File: config.mk
export PLATFORM = sky130hd
export DESIGN_NAME = uct_tracker
export DESIGN_NICKNAME = d
export VERILOG_FILES = /design/src/rtl/uct_pkg.sv /design/src/rtl/uct_tag_slot.sv /design/src/rtl/uct_cpl_judge.sv /design/src/rtl/uct_expiry_pick.sv /design/src/rtl/uct_tracker.sv
export SDC_FILE = /design/constraint.sdc
export NUM_CORES = 2
export LEC_CHECK = 0
export ABC_CLOCK_PERIOD_IN_PS = 10200
export BUFFER_PORTS_ARGS = -buffer_cell sky130_fd_sc_hd__buf_2
export CORE_MARGIN = 2
export CORE_UTILIZATION = 63
export DETAILED_ROUTE_END_ITERATION = 8
export GPL_TIMING_DRIVEN = 0
export HOLD_SLACK_MARGIN = 0.06
export PLACE_DENSITY = 0.8
export SETUP_SLACK_MARGIN = 0.05
export SYNTH_ARGS = -nofsm -noshare
export SYNTH_HDL_FRONTEND = slang
export SYNTH_SLANG_ARGS = --single-unit
File: constraint.sdc
create_clock -name clk -period 10.2 [get_ports clk]
set_clock_uncertainty 0.1 [all_clocks]
set_input_delay 0.51 -clock clk [delete_from_list [all_inputs] [get_ports clk]]
set_output_delay 0.51 -clock clk [all_outputs]
set_load 0.05 [all_outputs]
File: src/rtl/uct_pkg.sv
package uct_pkg;

    localparam int CHUNK_BYTES    = 128;
    localparam int MAX_READ_BYTES = 512;
    localparam int CHUNKS         = MAX_READ_BYTES / CHUNK_BYTES;
    localparam int CIDX_W         = $clog2(CHUNKS);
    localparam int LEN_W          = CIDX_W + 1;

    typedef enum logic [2:0] {
        ERR_NONE    = 3'd0,
        ERR_NO_TAG  = 3'd1,
        ERR_DUP     = 3'd2,
        ERR_RANGE   = 3'd3,
        ERR_KIND    = 3'd4,
        ERR_COUNT   = 3'd5,
        ERR_TIMEOUT = 3'd6
    } uct_err_e;

    // Chunks 0 .. len-1 requested.
    function automatic logic [CHUNKS-1:0] len_to_mask(input logic [LEN_W-1:0] len);
        logic [CHUNKS-1:0] m;
        for (int i = 0; i < CHUNKS; i++) begin
            m[i] = (LEN_W'(i) < len);
        end
        return m;
    endfunction

    function automatic logic [CHUNKS-1:0] chunk_bit(input logic [CIDX_W-1:0] idx);
        return CHUNKS'(1) << idx;
    endfunction

endpackage

File: src/rtl/uct_tag_slot.sv
module uct_tag_slot
    import uct_pkg::*;
#(
    parameter int DATA_W = 32,
    parameter int WCNT_W = 4,
    parameter int TMR_W  = 16
) (
    input  logic                     clk,
    input  logic                     rst,
    input  logic [TMR_W-1:0]         limit_i,
    input  logic                     alloc_i,
    input  logic                     alloc_write_i,
    input  logic [CHUNKS-1:0]        alloc_mask_i,
    input  logic                     cpl_hit_i,
    input  logic [CIDX_W-1:0]        cpl_chunk_i,
    input  logic [DATA_W-1:0]        cpl_data_i,
    input  logic [WCNT_W-1:0]        cpl_count_i,
    input  logic                     free_i,
    output logic                     valid_o,
    output logic                     write_o,
    output logic [CHUNKS-1:0]        need_o,
    output logic [CHUNKS-1:0]        got_o,
    output logic [WCNT_W-1:0]        issued_o,
    output logic [WCNT_W-1:0]        acked_o,
    output logic                     expired_o,
    output logic [CHUNKS*DATA_W-1:0] data_o
);

    logic              valid_q, write_q;
    logic [CHUNKS-1:0] need_q, got_q;
    logic [WCNT_W-1:0] issued_q, acked_q;
    logic [TMR_W-1:0]  timer_q;
    logic [DATA_W-1:0] data_q [CHUNKS];

    always_ff @(posedge clk) begin
        if (rst) begin
            valid_q  <= 1'b0;
            write_q  <= 1'b0;
            need_q   <= '0;
            got_q    <= '0;
            issued_q <= '0;
            acked_q  <= '0;
            timer_q  <= '0;
        end else if (free_i) begin
            valid_q  <= 1'b0;
            got_q    <= '0;
            issued_q <= '0;
            acked_q  <= '0;
            timer_q  <= '0;
        end else if (alloc_i && !valid_q) begin
            valid_q  <= 1'b1;
            write_q  <= alloc_write_i;
            need_q   <= alloc_write_i ? '0 : alloc_mask_i;
            got_q    <= '0;
            issued_q <= alloc_write_i ? WCNT_W'(1) : '0;
            acked_q  <= '0;
            timer_q  <= '0;
        end else begin
            if (alloc_i) begin
                issued_q <= issued_q + WCNT_W'(1);
            end
            if (cpl_hit_i) begin
                if (write_q) acked_q <= acked_q + cpl_count_i;
                else         got_q   <= got_q | chunk_bit(cpl_chunk_i);
            end
            if (valid_q && timer_q != '1) begin
                timer_q <= timer_q + TMR_W'(1);
            end
        end
    end

    always_ff @(posedge clk) begin
        if (cpl_hit_i && !write_q) begin
            data_q[cpl_chunk_i] <= cpl_data_i;
        end
    end

    generate
        for (genvar c = 0; c < CHUNKS; c++) begin : g_pack
            assign data_o[c*DATA_W +: DATA_W] = data_q[c];
        end
    endgenerate

    assign valid_o   = valid_q;
    assign write_o   = write_q;
    assign need_o    = need_q;
    assign got_o     = got_q;
    assign issued_o  = issued_q;
    assign acked_o   = acked_q;
    assign expired_o = valid_q && (limit_i != '0) && (timer_q >= limit_i);

endmodule

File: src/rtl/uct_cpl_judge.sv
module uct_cpl_judge
    import uct_pkg::*;
#(
    parameter int WCNT_W = 4
) (
    input  logic              cpl_valid_i,
    input  logic              cpl_write_i,
    input  logic [CIDX_W-1:0] cpl_chunk_i,
    input  logic [WCNT_W-1:0] cpl_count_i,
    input  logic              ent_valid_i,
    input  logic              ent_write_i,
    input  logic [CHUNKS-1:0] ent_need_i,
    input  logic [CHUNKS-1:0] ent_got_i,
    input  logic [WCNT_W-1:0] ent_issued_i,
    input  logic [WCNT_W-1:0] ent_acked_i,
    output logic              ok_o,
    output logic              finish_o,
    output uct_err_e          err_o
);

    logic [WCNT_W:0]     sum;
    logic [CHUNKS-1:0]   hit;

    always_comb begin
        ok_o     = 1'b0;
        finish_o = 1'b0;
        err_o    = ERR_NONE;
        sum      = {1'b0, ent_acked_i} + {1'b0, cpl_count_i};
        hit      = chunk_bit(cpl_chunk_i);
        if (cpl_valid_i) begin
            if (!ent_valid_i) begin
                err_o = ERR_NO_TAG;
            end else if (ent_write_i != cpl_write_i) begin
                err_o = ERR_KIND;
            end else if (cpl_write_i) begin
                if (cpl_count_i == '0 || sum > {1'b0, ent_issued_i}) begin
                    err_o = ERR_COUNT;
                end else begin
                    ok_o     = 1'b1;
                    finish_o = (sum == {1'b0, ent_issued_i});
                end
            end else if ((ent_need_i & hit) == '0) begin
                err_o = ERR_RANGE;
            end else if ((ent_got_i & hit) != '0) begin
                err_o = ERR_DUP;
            end else begin
                ok_o     = 1'b1;
                finish_o = ((ent_got_i | hit) == ent_need_i);
            end
        end
    end

endmodule

File: src/rtl/uct_expiry_pick.sv
module uct_expiry_pick #(
    parameter int NUM_TAGS = 16,
    localparam int TAG_W   = $clog2(NUM_TAGS)
) (
    input  logic [NUM_TAGS-1:0] expired_i,
    output logic                any_o,
    output logic [TAG_W-1:0]    idx_o
);

    // Lowest expired tag wins.
    always_comb begin
        any_o = 1'b0;
        idx_o = '0;
        for (int i = NUM_TAGS - 1; i >= 0; i--) begin
            if (expired_i[i]) begin
                any_o = 1'b1;
                idx_o = TAG_W'(i);
            end
        end
    end

endmodule

File: src/rtl/uct_tracker.sv
module uct_tracker
    import uct_pkg::*;
#(
    parameter int  NUM_TAGS = 16,
    parameter int  DATA_W   = 32,
    parameter int  WCNT_W   = 4,
    parameter int  TMR_W    = 16,
    localparam int TAG_W    = $clog2(NUM_TAGS)
) (
    input  logic                     clk,
    input  logic                     rst,
    input  logic                     flit_mode_i,
    input  logic [TMR_W-1:0]         timeout_limit_i,
    input  logic                     iss_valid_i,
    input  logic                     iss_is_write_i,
    input  logic [TAG_W-1:0]         iss_tag_i,
    input  logic [LEN_W-1:0]         iss_len_i,
    output logic                     iss_accept_o,
    input  logic                     cpl_valid_i,
    input  logic                     cpl_is_write_i,
    input  logic [TAG_W-1:0]         cpl_tag_i,
    input  logic [CIDX_W-1:0]        cpl_chunk_i,
    input  logic [DATA_W-1:0]        cpl_data_i,
    input  logic [WCNT_W-1:0]        cpl_count_i,
    output logic                     done_valid_o,
    output logic [TAG_W-1:0]         done_tag_o,
    output logic                     done_is_write_o,
    output logic [CHUNKS*DATA_W-1:0] done_data_o,
    output logic                     err_valid_o,
    output logic [2:0]               err_code_o,
    output logic [TAG_W-1:0]         err_tag_o
);

    logic              s_valid   [NUM_TAGS];
    logic              s_write   [NUM_TAGS];
    logic [CHUNKS-1:0] s_need    [NUM_TAGS];
    logic [CHUNKS-1:0] s_got     [NUM_TAGS];
    logic [WCNT_W-1:0] s_issued  [NUM_TAGS];
    logic [WCNT_W-1:0] s_acked   [NUM_TAGS];
    logic [CHUNKS*DATA_W-1:0] s_data [NUM_TAGS];
    logic [NUM_TAGS-1:0] s_expired;

    logic     cpl_ok, cpl_fin;
    uct_err_e cpl_err;
    logic     to_any, to_fire;
    logic [TAG_W-1:0] to_idx;

    logic iss_busy, len_ok, rd_ok, wr_ok, same_tag;
    logic [CHUNKS*DATA_W-1:0] done_data_d;

    uct_cpl_judge #(.WCNT_W(WCNT_W)) u_judge (
        .cpl_valid_i  (cpl_valid_i),
        .cpl_write_i  (cpl_is_write_i),
        .cpl_chunk_i  (cpl_chunk_i),
        .cpl_count_i  (cpl_count_i),
        .ent_valid_i  (s_valid[cpl_tag_i]),
        .ent_write_i  (s_write[cpl_tag_i]),
        .ent_need_i   (s_need[cpl_tag_i]),
        .ent_got_i    (s_got[cpl_tag_i]),
        .ent_issued_i (s_issued[cpl_tag_i]),
        .ent_acked_i  (s_acked[cpl_tag_i]),
        .ok_o         (cpl_ok),
        .finish_o     (cpl_fin),
        .err_o        (cpl_err)
    );

    uct_expiry_pick #(.NUM_TAGS(NUM_TAGS)) u_pick (
        .expired_i (s_expired),
        .any_o     (to_any),
        .idx_o     (to_idx)
    );

    assign to_fire  = to_any && !cpl_valid_i;
    assign same_tag = cpl_valid_i && (cpl_tag_i == iss_tag_i);
    assign iss_busy = s_valid[iss_tag_i];
    assign len_ok   = (iss_len_i != '0) && (iss_len_i <= LEN_W'(CHUNKS));
    assign rd_ok    = !iss_busy && len_ok;
    assign wr_ok    = !iss_busy || (s_write[iss_tag_i] && s_issued[iss_tag_i] != '1);

    assign iss_accept_o = iss_valid_i && flit_mode_i && !same_tag &&
                          !s_expired[iss_tag_i] && (iss_is_write_i ? wr_ok : rd_ok);

    generate
        for (genvar t = 0; t < NUM_TAGS; t++) begin : g_slot
            uct_tag_slot #(.DATA_W(DATA_W), .WCNT_W(WCNT_W), .TMR_W(TMR_W)) u_slot (
                .clk           (clk),
                .rst           (rst),
                .limit_i       (timeout_limit_i),
                .alloc_i       (iss_accept_o && iss_tag_i == TAG_W'(t)),
                .alloc_write_i (iss_is_write_i),
                .alloc_mask_i  (len_to_mask(iss_len_i)),
                .cpl_hit_i     (cpl_ok && cpl_tag_i == TAG_W'(t)),
                .cpl_chunk_i   (cpl_chunk_i),
                .cpl_data_i    (cpl_data_i),
                .cpl_count_i   (cpl_count_i),
                .free_i        ((cpl_fin && cpl_tag_i == TAG_W'(t)) ||
                                (to_fire && to_idx == TAG_W'(t))),
                .valid_o       (s_valid[t]),
                .write_o       (s_write[t]),
                .need_o        (s_need[t]),
                .got_o         (s_got[t]),
                .issued_o      (s_issued[t]),
                .acked_o       (s_acked[t]),
                .expired_o     (s_expired[t]),
                .data_o        (s_data[t])
            );
        end

        for (genvar c = 0; c < CHUNKS; c++) begin : g_merge
            assign done_data_d[c*DATA_W +: DATA_W] =
                cpl_is_write_i ? '0 :
                (cpl_chunk_i == CIDX_W'(c)) ? cpl_data_i :
                s_data[cpl_tag_i][c*DATA_W +: DATA_W];
        end
    endgenerate

    always_ff @(posedge clk) begin
        if (rst) begin
            done_valid_o    <= 1'b0;
            done_tag_o      <= '0;
            done_is_write_o <= 1'b0;
            done_data_o     <= '0;
            err_valid_o     <= 1'b0;
            err_code_o      <= ERR_NONE;
            err_tag_o       <= '0;
        end else begin
            done_valid_o <= cpl_fin;
            if (cpl_fin) begin
                done_tag_o      <= cpl_tag_i;
                done_is_write_o <= cpl_is_write_i;
                done_data_o     <= done_data_d;
            end
            err_valid_o <= (cpl_err != ERR_NONE) || to_fire;
            if (cpl_err != ERR_NONE) begin
                err_code_o <= cpl_err;
                err_tag_o  <= cpl_tag_i;
            end else if (to_fire) begin
                err_code_o <= ERR_TIMEOUT;
                err_tag_o  <= to_idx;
            end
        end
    end

endmodule

==> metrics.yaml <==
floorplan:
  start_util: 0.632
  fp-row-count: 159
  dieHeight_microns: 438
  dieArea_sq_um: 191000
  die_w_microns: 438
  design.core.area_sq_um: 187000
  ios: 215
logic_synthesis:
  syn_area_per_cell_sq_um: 15.4
  yosys-top-cells-count: "edfxtp_1 (2048), mux4_2 (720), dfxtp_1 (686)"
  netlist_top_cells_area: "edfxtp_1 (52%), mux4_2 (14%), dfxtp_1 (12%)"
  synth_seq_cells: 2734
  yosys.area.top_type: "edfxtp_1"
  ys_seq_area_frac: 0.635
  syn_nets: 8119
  ys.warnings.count: 0
  synth_top_area_share: 0.519
  synth_cell_types: 100
  syn_inst: 7686
  synth_edf_count: 2048
  netlist_area_sq_um: 118000
  synth-main-ff-cell: "edfxtp_1"
  async_flop_share: 0
  synth_most_common_cell: "edfxtp_1"
pwr:
  power.leakage_nw: 45.9
  power.density_nw_per_um2: 177
  internal-power_mw: 18.4
  ir_drop_v: 0.000220
  pwr-share-clk: 0.442
  comb_power_share: 0.058
  power_frac_seq: 0.500
  switching_share: 0.228
  power.switching_mw: 5.45
  p_total_mw: 23.9
detailed_routing:
  routed_wl_microns: 412000
  viasPerCell: 7.28
  drt_iter0_drc: 13000
  ant_nets: 0
  via_count: 80700
  remaining_drc_errors: 0
  drt-pass1-iter-count: 9
  wire_per_inst_microns: 37.2
worst_setup_path:
  cp_slowest_cell: "clkbuf_1"
  startpoint_type: "input pin"
  critPathMaxStageDelay_ns: 0.99
  crit_path_end_kind: "register"
  path_class: "input pin to register"
  crit_required_ns: 10.73
  worst_ep_arrival_time_ns: 10.90
  worstPathMaxFanout: 19
  crit_chain: "buf_6 -> buf_6 -> buf_4 -> buf_2 -> clkbuf_1 -> clkbuf_2 -> clkbuf_1 -> clkbuf_1 -> mux4_2 -> ha_1 -> fa_1 -> xor2_1 -> ha_1 -> nand4_1 -> a2111oi_0 -> nand2b_1 -> a21oi_1 -> nand2b_1 -> o2bb2ai_1 -> buf_2 -> buf_2 -> nand3_1 -> nor2_4 -> buf_12"
timing:
  setup_viol: 74
  period_share: 1.02
  rsz0062_at_grt: "false"
  fin_ws_ns: -0.169
  relSlewSlack: -0.0346
  slew_violations: 51
  fmax_mhz: 96.4
  timing.hold.ws_ns: 0.0799
  final_hold_viol_count: 0
  worstMarginPinSlew_ns: 1.55
  min_period_ns: 10.37
outcome:
  status: "finished, violations left"
  violations: "capacitance limit, slew limit, setup timing"
cts:
  cts_root_buffer: "clkbuf_16"
  clock_latency_ns: 0.95
  htree_levels: 5
  cts-buffers-inserted: 293
  cts.clk_slew.worst_paths_ns: 0.06
  ctsLongestPathBuffers: 4
  cts_tree: "done"
  ctsHoldBuffers: 0
  cts_sinks: 2734
job:
  maxCapViolations: 2
layout:
  multi_input_area_sq_um: 41000
  design_area_sq_um: 135000
  regArea_sq_um: 75200
  nNetsFinal: 8811
  synthToLayoutAreaGrowth_pct: 13.7
  drive_above_1_share: 0.208
  nFillCells: 10900
  utilization: 0.719
global_route:
  grt_first_pass_wirelength_microns: 581000
  grt_pass1_vias: 80200
  grt_use_total: 0.430
  antenna_found_initial: 30
  grt_overflow: 0
  grt_max_degree: 69
place:
  io_buffer_count: 208
  post-dp-hpwl_microns: 259000
  placed_cell_area_sq_um: 125000
  dp_slack_ns: -1.86
  place_congestion: 1.00
worst_hold_path:
  hold_path_class: "input pin to register"
[per-layer routing]
| layer | part of all wire | vias up | track usage |
|---|---|---|---|
| li1 | - | 31500 | - |
| met1 | 0.31 | 39500 | 0.511 |
| met2 | 0.46 | 7624 | 0.675 |
| met3 | 0.13 | 2064 | 0.117 |
| met4 | 0.095 | 18 | 0.322 |
| met5 | 0.00032 | - | 0.000252 |
[power groups by stage]
stage	clock network, mW	registers, mW	logic (mW)
2_1_floorplan	0	12.2	0.696
3_3_place_gp	0	12.2	1.22
3_5_place_dp	0	12.2	1.28
4_1_cts	10.5	12.0	1.32
5_1_grt	10.9	12.0	1.40
6_report	10.6	12.0	1.37
[worst paths after layout]
| kind | start | to | slack (ns) | cells after the start |
|---|---|---|---|---|
| min | cpl_data_i[0] | g_slot[0].u_slot.data_q[1][0] | 0.08 | 1 |
| max reg2reg | g_slot[15].u_slot.acked_o[0] | g_slot[11].u_slot.data_q[3][12] | 3.07 | 17 |
| min reg2reg | done_data_o[47] | done_data_o[47] | 0.36 | 1 |
| max | cpl_tag_i[3] | g_slot[11].u_slot.data_q[3][12] | -0.17 | 24 |
[critical path, delay by kind of cell]
family                     cells  cell delay, ns
AOI/OAI and AO/OA              3            0.98
buffers and inverters         11            5.85
muxes                          1            0.43
adders and majority gates      3            0.92
and+or+nand+nor                5            1.87
xor gates and xnor gates       1            0.18
[per-stage QoR]
stage                      TNS, ns  cells
after CTS                        0  11100
after global placement    -8990.06  10400
after floorplan                  0   7686
after detailed placement  -2077.48  10600
final                        -8.71  11100
after global routing             0  11100
[cell usage in the layout (no fill, tap or decap), types with 26 or more instances in the layout]
| master | netlist | layout |
|---|---|---|
| a21o_1 | 55 | 55 |
| a211oi_1 | 75 | 75 |
| nand2b_1 | 33 | 33 |
| buf_2 | 91 | 270 |
| xnor2_1 | 178 | 178 |
| a21oi_1 | 347 | 347 |
| or3_1 | 76 | 76 |
| dfxtp_1 | 686 | 686 |
| buf_12 | 1 | 29 |
| clkbuf_8 | 0 | 26 |
| clkbuf_1 | 258 | 322 |
| clkinv_2 | 0 | 37 |
| buf_1 | 38 | 35 |
| nor2_4 | 1 | 28 |
| buf_4 | 24 | 65 |
| mux2i_1 | 245 | 245 |
| nand3_1 | 191 | 191 |
| nor3_2 | 1 | 38 |
| nand4_1 | 79 | 79 |
| nor2b_1 | 28 | 28 |
| o2bb2ai_1 | 35 | 35 |
| o21ai_0 | 104 | 104 |
| nor4_1 | 83 | 83 |
| mux4_2 | 720 | 720 |
| buf_6 | 17 | 152 |
| inv_1 | 159 | 159 |
| clkinv_1 | 2 | 26 |
| xor2_1 | 128 | 128 |
| nor3_1 | 344 | 307 |
| nand2_1 | 487 | 487 |
| and3_1 | 54 | 54 |
| edfxtp_1 | 2048 | 2048 |
| ha_1 | 344 | 344 |
| clkbuf_16 | 0 | 298 |
| nor2_1 | 408 | 381 |
[cell type report]
type                       count  area share
antenna                        7    0.000130
tap                         2495      0.0232
multi-input combinational   4359       0.304
timing repair buffer         399      0.0265
buffer                       429      0.0149
sequential                  2734       0.559
clock inverter                98     0.00770
inverter                     162     0.00452
clock buffer                 399      0.0602
[sequential cells by signal, indices dropped and copies added, names as in the netlist]
register and cells:
g_slot.u_slot.got_o 64, err_valid_o 1, done_tag_o 4, g_slot.u_slot.data_q 2048, g_slot.u_slot.need_o 64, done_valid_o 1
done_data_o 128, err_code_o 3, g_slot.u_slot.issued_o 64, g_slot.u_slot.timer_q 256, g_slot.u_slot.write_o 16, done_is_write_o 1
g_slot.u_slot.valid_o 16, g_slot.u_slot.acked_o 64, err_tag_o 4
[kinds of logic (layout without fill, tap and decap cells)]
group,Yosys count,after routing,synth area share
AO/OA/AOI/OAI,829,829,0.0454
XOR/XNOR,306,306,0.0226
adder cells (fa/ha/maj),361,361,0.0392
buffers and inverters,593,1487,0.0219
flip-flops,2734,2734,0.635
multiplexers,979,979,0.159
other,0,7,0
AND/OR/NAND/NOR,1884,1884,0.0764
[timing repair]
item	in CTS	in global routing
setup endpoints to repair	1167	105
setup buffers	0	6
pin swaps	0	3
gates resized for setup	4	1
No activity file was read; power rests on OpenSTA's default activity.
